**src/rtl/dts_pkg.sv**
```systemverilog
package dts_pkg;

  typedef enum logic [1:0] {
    RG_IND  = 2'd0,
    RG_SIM  = 2'd1,
    RG_FAST = 2'd2,
    RG_SLOW = 2'd3
  } reg_kind_e;

  typedef enum logic [1:0] {
    IG_IND = 2'd0,
    IG_SIM = 2'd1,
    IG_ALT = 2'd2
  } inj_kind_e;

  localparam int MODE_W = 4;

  function automatic reg_kind_e reg_kind_of(input logic [MODE_W-1:0] m);
    case (m)
      4'd1, 4'd2, 4'd6: reg_kind_of = RG_SIM;
      4'd3, 4'd7:       reg_kind_of = RG_FAST;
      4'd4, 4'd8:       reg_kind_of = RG_SLOW;
      default:          reg_kind_of = RG_IND;
    endcase
  endfunction

  function automatic inj_kind_e inj_kind_of(input logic [MODE_W-1:0] m);
    case (m)
      4'd1, 4'd3, 4'd4, 4'd5: inj_kind_of = IG_SIM;
      4'd2, 4'd9:             inj_kind_of = IG_ALT;
      default:                inj_kind_of = IG_IND;
    endcase
  endfunction

endpackage

```
**src/rtl/dts_mode_decode.sv**
```systemverilog
module dts_mode_decode
  import dts_pkg::*;
(
  input  logic              clk,
  input  logic              rst_n,
  input  logic [MODE_W-1:0] mode_i,
  output reg_kind_e         reg_kind_o,
  output inj_kind_e         inj_kind_o,
  output logic              chg_o
);

  logic [MODE_W-1:0] mode_q;

  always_ff @(posedge clk or negedge rst_n) begin
    if (!rst_n) mode_q <= '0;
    else        mode_q <= mode_i;
  end

  assign chg_o      = (mode_i != mode_q);
  assign reg_kind_o = reg_kind_of(mode_i);
  assign inj_kind_o = inj_kind_of(mode_i);

  // a detected change is absorbed into the held code one cycle later
  p_chg_settles_r8: assert property (@(posedge clk) disable iff (!rst_n)
    chg_o |=> (mode_q == $past(mode_i)));

endmodule

```
**src/rtl/dts_stagger.sv**
```systemverilog
module dts_stagger #(
  parameter int FAST_GAP = 7,
  parameter int SLOW_GAP = 14
) (
  input  logic clk,
  input  logic rst_n,
  input  logic trig_i,
  input  logic fast_en_i,
  input  logic slow_en_i,
  input  logic cancel_i,
  output logic start_m_o,
  output logic start_s_o,
  output logic drop_o
);

  localparam int MAXG = (FAST_GAP > SLOW_GAP) ? FAST_GAP : SLOW_GAP;
  localparam int CW   = $clog2(MAXG + 1);

  typedef enum logic [1:0] {ST_IDLE, ST_S, ST_M2} st_e;

  st_e           st_q, st_d;
  logic [CW-1:0] cnt_q, cnt_d;
  logic          slow_q, slow_d;
  logic          en, free;

  assign en   = fast_en_i | slow_en_i;
  assign free = (st_q == ST_IDLE) | cancel_i;

  always_comb begin
    st_d      = st_q;
    cnt_d     = cnt_q;
    slow_d    = slow_q;
    start_m_o = 1'b0;
    start_s_o = 1'b0;
    drop_o    = 1'b0;
    if (cancel_i) begin
      st_d  = ST_IDLE;
      cnt_d = '0;
    end else begin
      case (st_q)
        ST_S: begin
          if (cnt_q == CW'(1)) begin
            start_s_o = 1'b1;
            if (slow_q) begin
              st_d  = ST_M2;
              cnt_d = CW'(SLOW_GAP);
            end else begin
              st_d  = ST_IDLE;
              cnt_d = '0;
            end
          end else begin
            cnt_d = cnt_q - CW'(1);
          end
        end
        ST_M2: begin
          if (cnt_q == CW'(1)) begin
            start_m_o = 1'b1;
            st_d      = ST_IDLE;
            cnt_d     = '0;
          end else begin
            cnt_d = cnt_q - CW'(1);
          end
        end
        default: ;
      endcase
    end
    if (trig_i && en) begin
      if (free) begin
        start_m_o = 1'b1;
        st_d      = ST_S;
        cnt_d     = slow_en_i ? CW'(SLOW_GAP) : CW'(FAST_GAP);
        slow_d    = slow_en_i;
      end else begin
        drop_o = 1'b1;
      end
    end
  end

  always_ff @(posedge clk or negedge rst_n) begin
    if (!rst_n) begin
      st_q   <= ST_IDLE;
      cnt_q  <= '0;
      slow_q <= 1'b0;
    end else begin
      st_q   <= st_d;
      cnt_q  <= cnt_d;
      slow_q <= slow_d;
    end
  end

  // the wait counter steps down by one each cycle of the slave wait
  p_gap_step_r5: assert property (@(posedge clk) disable iff (!rst_n)
    (st_q == ST_S && cnt_q > CW'(1) && !cancel_i && !(trig_i && en))
      |=> (st_q == ST_S && cnt_q == $past(cnt_q) - CW'(1)));

  // the closing master start returns the sequencer to idle
  p_m2_ends_r6: assert property (@(posedge clk) disable iff (!rst_n)
    (st_q == ST_M2 && cnt_q == CW'(1) && !cancel_i && !(trig_i && en))
      |=> (st_q == ST_IDLE));

  // a cancel leaves no sequence running unless a new one starts
  p_cancel_idle_r8: assert property (@(posedge clk) disable iff (!rst_n)
    (cancel_i && !(trig_i && en)) |=> (st_q == ST_IDLE));

endmodule

```
**src/rtl/dts_alternator.sv**
```systemverilog
module dts_alternator (
  input  logic clk,
  input  logic rst_n,
  input  logic fire_i,
  input  logic chg_i,
  output logic start_m_o,
  output logic start_s_o
);

  logic ptr_q, ptr_d, eff;

  assign eff       = chg_i ? 1'b0 : ptr_q;
  assign start_m_o = fire_i & ~eff;
  assign start_s_o = fire_i &  eff;
  assign ptr_d     = fire_i ? ~eff : eff;

  always_ff @(posedge clk or negedge rst_n) begin
    if (!rst_n) ptr_q <= 1'b0;
    else        ptr_q <= ptr_d;
  end

  // every alternate trigger hands the next turn to the other side
  p_alt_flip_r7: assert property (@(posedge clk) disable iff (!rst_n)
    (fire_i && !chg_i) |=> (ptr_q != $past(ptr_q)));

  // a mode change with no trigger leaves the pointer on the master
  p_alt_reset_r8: assert property (@(posedge clk) disable iff (!rst_n)
    (chg_i && !fire_i) |=> !ptr_q);

endmodule

```
**src/rtl/dual_trig_sched.sv**
```systemverilog
module dual_trig_sched
  import dts_pkg::*;
#(
  parameter int FAST_GAP = 7,
  parameter int SLOW_GAP = 14
) (
  input  logic        clk,
  input  logic        rst_n,
  input  logic [3:0]  mode_i,
  input  logic        reg_trig_m_i,
  input  logic        reg_trig_s_i,
  input  logic        inj_trig_m_i,
  input  logic        inj_trig_s_i,
  input  logic        busy_m_i,
  input  logic        busy_s_i,
  output logic        reg_start_m_o,
  output logic        reg_start_s_o,
  output logic        inj_start_m_o,
  output logic        inj_start_s_o,
  output logic        overrun_o
);

  reg_kind_e rk;
  inj_kind_e ik;
  logic      chg;
  logic      stg_m, stg_s, stg_drop;
  logic      alt_m, alt_s;
  logic      rm_d, rs_d, im_d, is_d;
  logic      r_drop, i_drop, sim_ok;

  dts_mode_decode u_dec (
    .clk        (clk),
    .rst_n      (rst_n),
    .mode_i     (mode_i),
    .reg_kind_o (rk),
    .inj_kind_o (ik),
    .chg_o      (chg)
  );

  dts_stagger #(.FAST_GAP(FAST_GAP), .SLOW_GAP(SLOW_GAP)) u_stg (
    .clk       (clk),
    .rst_n     (rst_n),
    .trig_i    (reg_trig_m_i),
    .fast_en_i (rk == RG_FAST),
    .slow_en_i (rk == RG_SLOW),
    .cancel_i  (chg),
    .start_m_o (stg_m),
    .start_s_o (stg_s),
    .drop_o    (stg_drop)
  );

  dts_alternator u_alt (
    .clk       (clk),
    .rst_n     (rst_n),
    .fire_i    (ik == IG_ALT && inj_trig_m_i),
    .chg_i     (chg),
    .start_m_o (alt_m),
    .start_s_o (alt_s)
  );

  assign sim_ok = ~busy_m_i & ~busy_s_i;

  always_comb begin
    rm_d   = 1'b0;
    rs_d   = 1'b0;
    r_drop = 1'b0;
    case (rk)
      RG_IND: begin
        rm_d = reg_trig_m_i;
        rs_d = reg_trig_s_i;
      end
      RG_SIM: begin
        rm_d   = reg_trig_m_i & sim_ok;
        rs_d   = reg_trig_m_i & sim_ok;
        r_drop = reg_trig_m_i & ~sim_ok;
      end
      default: begin
        rm_d = stg_m;
        rs_d = stg_s;
      end
    endcase
  end

  always_comb begin
    im_d   = 1'b0;
    is_d   = 1'b0;
    i_drop = 1'b0;
    case (ik)
      IG_SIM: begin
        im_d   = inj_trig_m_i & sim_ok;
        is_d   = inj_trig_m_i & sim_ok;
        i_drop = inj_trig_m_i & ~sim_ok;
      end
      IG_ALT: begin
        im_d = alt_m;
        is_d = alt_s;
      end
      default: begin
        im_d = inj_trig_m_i;
        is_d = inj_trig_s_i;
      end
    endcase
  end

  always_ff @(posedge clk or negedge rst_n) begin
    if (!rst_n) begin
      reg_start_m_o <= 1'b0;
      reg_start_s_o <= 1'b0;
      inj_start_m_o <= 1'b0;
      inj_start_s_o <= 1'b0;
      overrun_o     <= 1'b0;
    end else begin
      reg_start_m_o <= rm_d;
      reg_start_s_o <= rs_d;
      inj_start_m_o <= im_d;
      inj_start_s_o <= is_d;
      if (r_drop | i_drop | stg_drop) overrun_o <= 1'b1;
    end
  end

  // an independent regular master trigger appears one cycle later
  p_ind_pass_r3: assert property (@(posedge clk) disable iff (!rst_n)
    (rk == RG_IND && reg_trig_m_i) |=> reg_start_m_o);

  // a simultaneous regular trigger with both converters idle starts both
  p_sim_pair_r4: assert property (@(posedge clk) disable iff (!rst_n)
    (rk == RG_SIM && reg_trig_m_i && !busy_m_i && !busy_s_i)
      |=> (reg_start_m_o && reg_start_s_o));

  // a trigger dropped by the staggered sequencer raises the flag
  p_drop_flag_r9: assert property (@(posedge clk) disable iff (!rst_n)
    stg_drop |=> overrun_o);

  // the flag never clears outside reset
  p_ovr_sticky_r9: assert property (@(posedge clk) disable iff (!rst_n)
    overrun_o |=> overrun_o);

  // a busy converter blocks a simultaneous regular start
  p_busy_block_r10: assert property (@(posedge clk) disable iff (!rst_n)
    (rk == RG_SIM && reg_trig_m_i && (busy_m_i || busy_s_i))
      |=> (!reg_start_m_o && overrun_o));

endmodule

```
**config.mk**
```make
export PLATFORM = sky130hd
export DESIGN_NAME = dual_trig_sched
export DESIGN_NICKNAME = d
export VERILOG_FILES = /design/src/rtl/dts_pkg.sv /design/src/rtl/dts_mode_decode.sv /design/src/rtl/dts_stagger.sv /design/src/rtl/dts_alternator.sv /design/src/rtl/dual_trig_sched.sv
export SDC_FILE = /design/constraint.sdc
export NUM_CORES = 1
export LEC_CHECK = 0
export BUFFER_PORTS_ARGS = -buffer_cell sky130_fd_sc_hd__buf_4
export CORE_MARGIN = 4
export CORE_UTILIZATION = 27
export CTS_CLUSTER_SIZE = 28
export DETAILED_ROUTE_END_ITERATION = 10
export RECOVER_POWER = 50
export SYNTH_ARGS = -nofsm -noshare
export SYNTH_HDL_FRONTEND = slang
export SYNTH_SLANG_ARGS = --single-unit
```
**constraint.sdc**
```tcl
create_clock -name clk -period 3.4 [get_ports clk]
set_input_delay 0.68 -clock clk [delete_from_list [all_inputs] [get_ports clk]]
set_output_delay 0.68 -clock clk [all_outputs]
set_load 0.03 [all_outputs]
```
# After elaboration in Yosys (flattened, before gate mapping)
# Cells that the tools add are included.
[totals]
out_inout_bits = 5
reg_bits = 17
word_cells = 88
input_bits = 12
[classes]
n_addsub = 1
bitwise = 15
n_eq_ne = 18
n_reduce_logical = 10
n_mux = 34
[op_table]
columns = ["op", "n"]
rows = [
  ["$mux 4", 7],
  ["$eq 4x3->1 const B", 4],
  ["$mux 1", 13],
  ["$mux 2", 6],
  ["$eq 2x2->1 const B", 4],
  ["$eq 4x1->1 const B", 2],
  ["$eq 4x2->1 const B", 2],
  ["$eq 4x4->1 const B", 2],
  ["$pmux 1 s2", 4],
  ["$pmux 2 s2", 2],
  ["$pmux 4 s2", 1],
  ["$and 1x1->1", 7],
  ["$eq 2x1->1 const B", 3],
  ["$pmux 2 s3", 1],
  ["$reduce_or 2->1", 3],
  ["$logic_not 2->1", 2],
  ["$ne 4x4->1", 1],
  ["$not 1->1", 4],
  ["$or 1x1->1", 4],
  ["$reduce_or 4->1", 1],
  ["$sub 4x1->4 const B", 1],
  ["$reduce_or 3->1", 1],
  ["$logic_and 1x1->1", 2],
  ["$reduce_and 2->1", 1],
]

# Logic depth before layout (Yosys ltp)
[logic_depth]
ltp_word = 8
mapped_depth = 10
mapped_depth_nobuf = 9

# By module
# Synthesis repeated with hierarchy kept, for this count alone.
[unflattened]
hier_cells = 120
area_unflattened_um2 = 1178.6
[modules_own_cells]
columns = ["module", "cells_per_inst", "seq_area_each_um2", "n_inst", "area_each_um2"]
rows = [
  ["dts_stagger", 59, 175.2, 1, 545.5],
  ["dual_trig_sched", 30, 125.1, 1, 300.3],
  ["dts_mode_decode", 25, 100.1, 1, 266.5],
  ["dts_alternator", 6, 25.0, 1, 66.3],
]

# Least setup slack after synthesis
# No wires, ideal clock.
[synth_path]
kind = "input-to-reg"
from = "input port mode_i[2]"
to = "register inj_start_m_o"
t_arrival_ps = 1865
path_stages = 7
setup_time_ps = 127
setup_slack_ps = 1408
t_required_ps = 3273
path_buffers = 1
cell_sequence = "buf_6 -> a211o_2 -> ha_1 -> and2_1 -> ha_1 -> a21oi_1 -> o21ai_0"
[synth_between]
elab_chain_cells = 7
elab_cells_between_ends = 17
cone_classes = "eq/ne (9); mux (3); bitwise (2); reduce/logical (3)"
[synth_lines]
columns = ["element", "line", "rtl"]
rows = [
  ["from (decl)", "dual_trig_sched.sv:9", "input logic [3:0] mode_i,"],
  ["$eq 4x3->1 (tied with other cells)", "dts_pkg.sv:28", "case (m)"],
  ["$reduce_or 4->1 / $reduce_or 2->1 (equally long branches)", "dts_pkg.sv:28", ""],
  ["$pmux 2 s2", "dts_pkg.sv:28", ""],
  ["$eq 2x2->1", "dual_trig_sched.sv:55, dual_trig_sched.sv:88", ""],
  ["$logic_and 1x1->1", "dual_trig_sched.sv:55", ".fire_i (ik == IG_ALT && inj_trig_m_i),"],
  ["$and 1x1->1", "dts_alternator.sv:13", "assign start_m_o = fire_i & ~eff;"],
  ["$pmux 1 s2 (*)", "dual_trig_sched.sv:88", "case (ik)"],
  ["named net im_d", "dual_trig_sched.sv:28", "logic rm_d, rs_d, im_d, is_d;"],
  ["to (signal assigned)", "dual_trig_sched.sv:115", "inj_start_m_o <= im_d;"],
  ["to (decl)", "dual_trig_sched.sv:18", "output logic inj_start_m_o,"],
]
# Mark *: on every way through the listed nets, which the timed path passes. The rest lies on a longest branch.
# A chain may end at the register's enable or synchronous reset.

# Worst setup path after layout
[layout_path]
from = "input port mode_i[1]"
to = "register inj_start_m_o"
# Same word-level chain as after synthesis.

==> impl_results.md <==
- Row count: 24
- Clock-pin slew on the worst setup and hold paths: 0.07 ns
- GRT Util Overall: 9.37%
- Final setup margin: 1.18 ns
- WL per Instance: 13.0 um
- Place WS: 1.20 ns
- Critical path type: in2reg
- CTS tree: done
- N_diodes: 0
- Later-pin clock latency in the skew report: 0.26 ns
- CP Capture Type: flip-flop
- Initial antenna violation count: 0
- Tcrit/Tclk final: between 60% and 70%
- Yosys synthesis warning count: 0
- Fillers: 501
- Drc violations: 0
- Status: completed
- Die extent in x: 77.2 um
- Total design power: 503 uW
- Synth cell types: 53
- Via density: 4.91
- Worst path cell trace: clkbuf_1 -> inv_1 -> nand3_1 -> o21ai_0 -> and2b_1 -> ha_1 -> and2_1 -> ha_1 -> a21oi_1 -> o21ai_0
- Chip Height: ~77 um
- # Post-CTS Setup Buffers: 0
- Cell family with most CP delay: simple AND/OR/NAND/NOR gates
- Max incr delay on CP: 0.30 ns
- PortBufs: 16
- Critical Path Fanout Max: 9
- Hold Buf Count CTS: 0
- Vias: 977
- Resize count post-CTS: 0
- Post-route minimum period: 2.22 ns
- CTS max path bufs: 2
- Global-route wire length before repair: between 4000 and 5000 um
- Gpl congestion: 0.807
- Largest net degree at the start of global routing: 18
- Worst reg2reg setup slack: between 1.5 and 2 ns
- Peak supply drop: 241 uV
- Required time of the critical path: 3.54 ns
- IO Pins: 17
- Fraction of the yosys area taken by sequential cells: 32.9%
- Root Buffer: clkbuf_8
- DP HPWL: about 2000 um
- Worst Hold Class: reg2reg
- Static Leak: 0.662 nW
- CP max-delay cell: clkbuf_1
- Actual slew at the worst max-slew pin: 0.940 ns
- Gate Count Post-Synth: 133
- Post-Synthesis Cell Area: ~1300 um2
- Number of global-route vias before repair: 945
- Clk_skew: 0.00833 ns
- Synth Net Count: 154
- Post-synth ARST share: 100%
- Register area: roughly 430 um2
- Power per Cell Area: 344 nW/um2
- Setup violators final: 0
- Synthesized flop and latch total: 17
- Area Growth Syn to Fin: 12.9%
- Pins Over Slew Limit: 0
- Area of the multi-input gates: between 700 and 800 um2
- Max Fclk: 450 MHz
- Starting density of the core: 28.7%
- Post-DRT Antenna Nets: 0
- GR Overflow Total: 0
- Core area: ~4500 um2
- Htree depth: 1
- Final nets: 169
- Clk sinks: 17
- WP data arrival: roughly 2.4 ns
- Post-Route WL: 2580 um
- CTS buffer count: 3
- Final Hold Fails: 0
- Worst slew margin: approximately 37%
- Setup TNS: 0 ns
- Synth Area per Inst: 9.72 um2
- First-pass iteration count of the detailed router: 4
- Full die area: 5960 um2
- Worst path bufs/invs: 2
- EDFF count, synth: 0
- CP startpoint kind: input pin
- Drt initial violations: 52
- RSZ-0062 raised after global routing: no
- Max-cap violations: 0
- Share of cells above drive strength 1: between 20% and 30%
- Main flop type after synthesis: dfrtp_1
-- synthesized netlist by cell type (2+ instances only) --
cell type / instances / share of area [%]
nor3_1: 3 / 1.2
nand3_1: 2 / 0.77
ha_1: 9 / 8.7
a21oi_1: 5 / 1.9
buf_6: 4 / 3.5
nor2_1: 14 / 4.1
nand2b_1: 3 / 1.5
nand2_1: 4 / 1.2
dfrtp_1: 17 / 33
inv_1: 14 / 4.1
o21ai_0: 9 / 3.5
mux2i_1: 2 / 1.5
o31ai_1: 4 / 2.3
xnor2_2: 3 / 3.8
a31o_1: 2 / 1.4
-- registers in the layout, indices dropped and copies added, names as in the netlist --
| name | flops |
|---|---|
| inj_start_s_o | 1 |
| overrun_o | 1 |
| u_stg.slow_q | 1 |
| reg_start_m_o | 1 |
| u_dec.mode_q | 4 |
| inj_start_m_o | 1 |
| u_alt.ptr_q | 1 |
| reg_start_s_o | 1 |
| u_stg.st_q | 2 |
| u_stg.cnt_q | 4 |
-- per-layer routing --
metal | GRT usage (%) | part of all wire, %
met1 | 12.5 | 50
met2 | 14.8 | 45
met3 | 2.58 | 4.1
met4 | 2.67 | 0.89
met5 | 0 | 0
-- metrics by stage --
step | cells | hold WS, ns | instance area [um2] | util [%]
floorplan | 133 | 0.384 | 1290 | -
global placement | 195 | 0.460 | 1420 | 31.6
detailed placement | 195 | 0.480 | 1420 | 31.6
CTS | 199 | 0.282 | 1470 | 32.6
global route | 199 | 0.511 | 1460 | 32.4
finish | 199 | 0.485 | 1460 | 32.4
-- cell families after synthesis --
kind of cell / share of synthesized area [%]
XOR/XNOR: 6.39
flip-flops: 32.9
AND/OR/NAND/NOR: 19.4
AO/OA/AOI/OAI: 21.4
multiplexers: 2.71
adder cells (fa/ha/maj): 8.71
buffers and inverters: 8.52
-- final cells by class --
cell class | count | area share (%)
well taps | 52 | 4.46
repair buffers | 16 | 7.46
multi-input cells | 95 | 51.9
flip-flops and latches | 17 | 29.2
clock buffers | 3 | 2.83
inverters | 15 | 3.86
clock inverters | 1 | 0.343
-- final timing paths --
| check | start | end | cells past startpoint |
|---|---|---|---|
| min in group asynchronous | rst_n | u_stg.cnt_q[1]$_DFF_PN0_ | 1 |
| max reg2reg | u_stg.cnt_q[1]$_DFF_PN0_ | u_stg.cnt_q[2]$_DFF_PN0_ | 6 |
| min | overrun_o$_DFFE_PN0P_ | overrun_o$_DFFE_PN0P_ | 1 |
| max in group asynchronous | rst_n | inj_start_m_o$_DFF_PN0_ | 1 |
| min reg2reg | overrun_o$_DFFE_PN0P_ | overrun_o$_DFFE_PN0P_ | 1 |
| max | mode_i[1] | inj_start_m_o$_DFF_PN0_ | 10 |
-- where the power goes --
part	leakage (nW)	internal, mW	switching (mW)
Clock	0.0255	0.0814	0.0736
Combinational	0.424	0.0531	0.0685
Sequential	0.212	0.216	0.0101
-- placed cells by master (no fill, tap or decap), drive strengths merged, types with 3 or more instances in the layout --
cell,Yosys,layout
nor3,3,3
clkbuf,1,6
dfrtp,17,17
inv,15,15
o21ai,11,11
buf,5,13
xnor2,4,4
o31ai,4,4
ha,9,9
nor2,14,14
nand2,4,4
a21oi,6,6
nand2b,3,3
(Power assumes the default switching activity.)
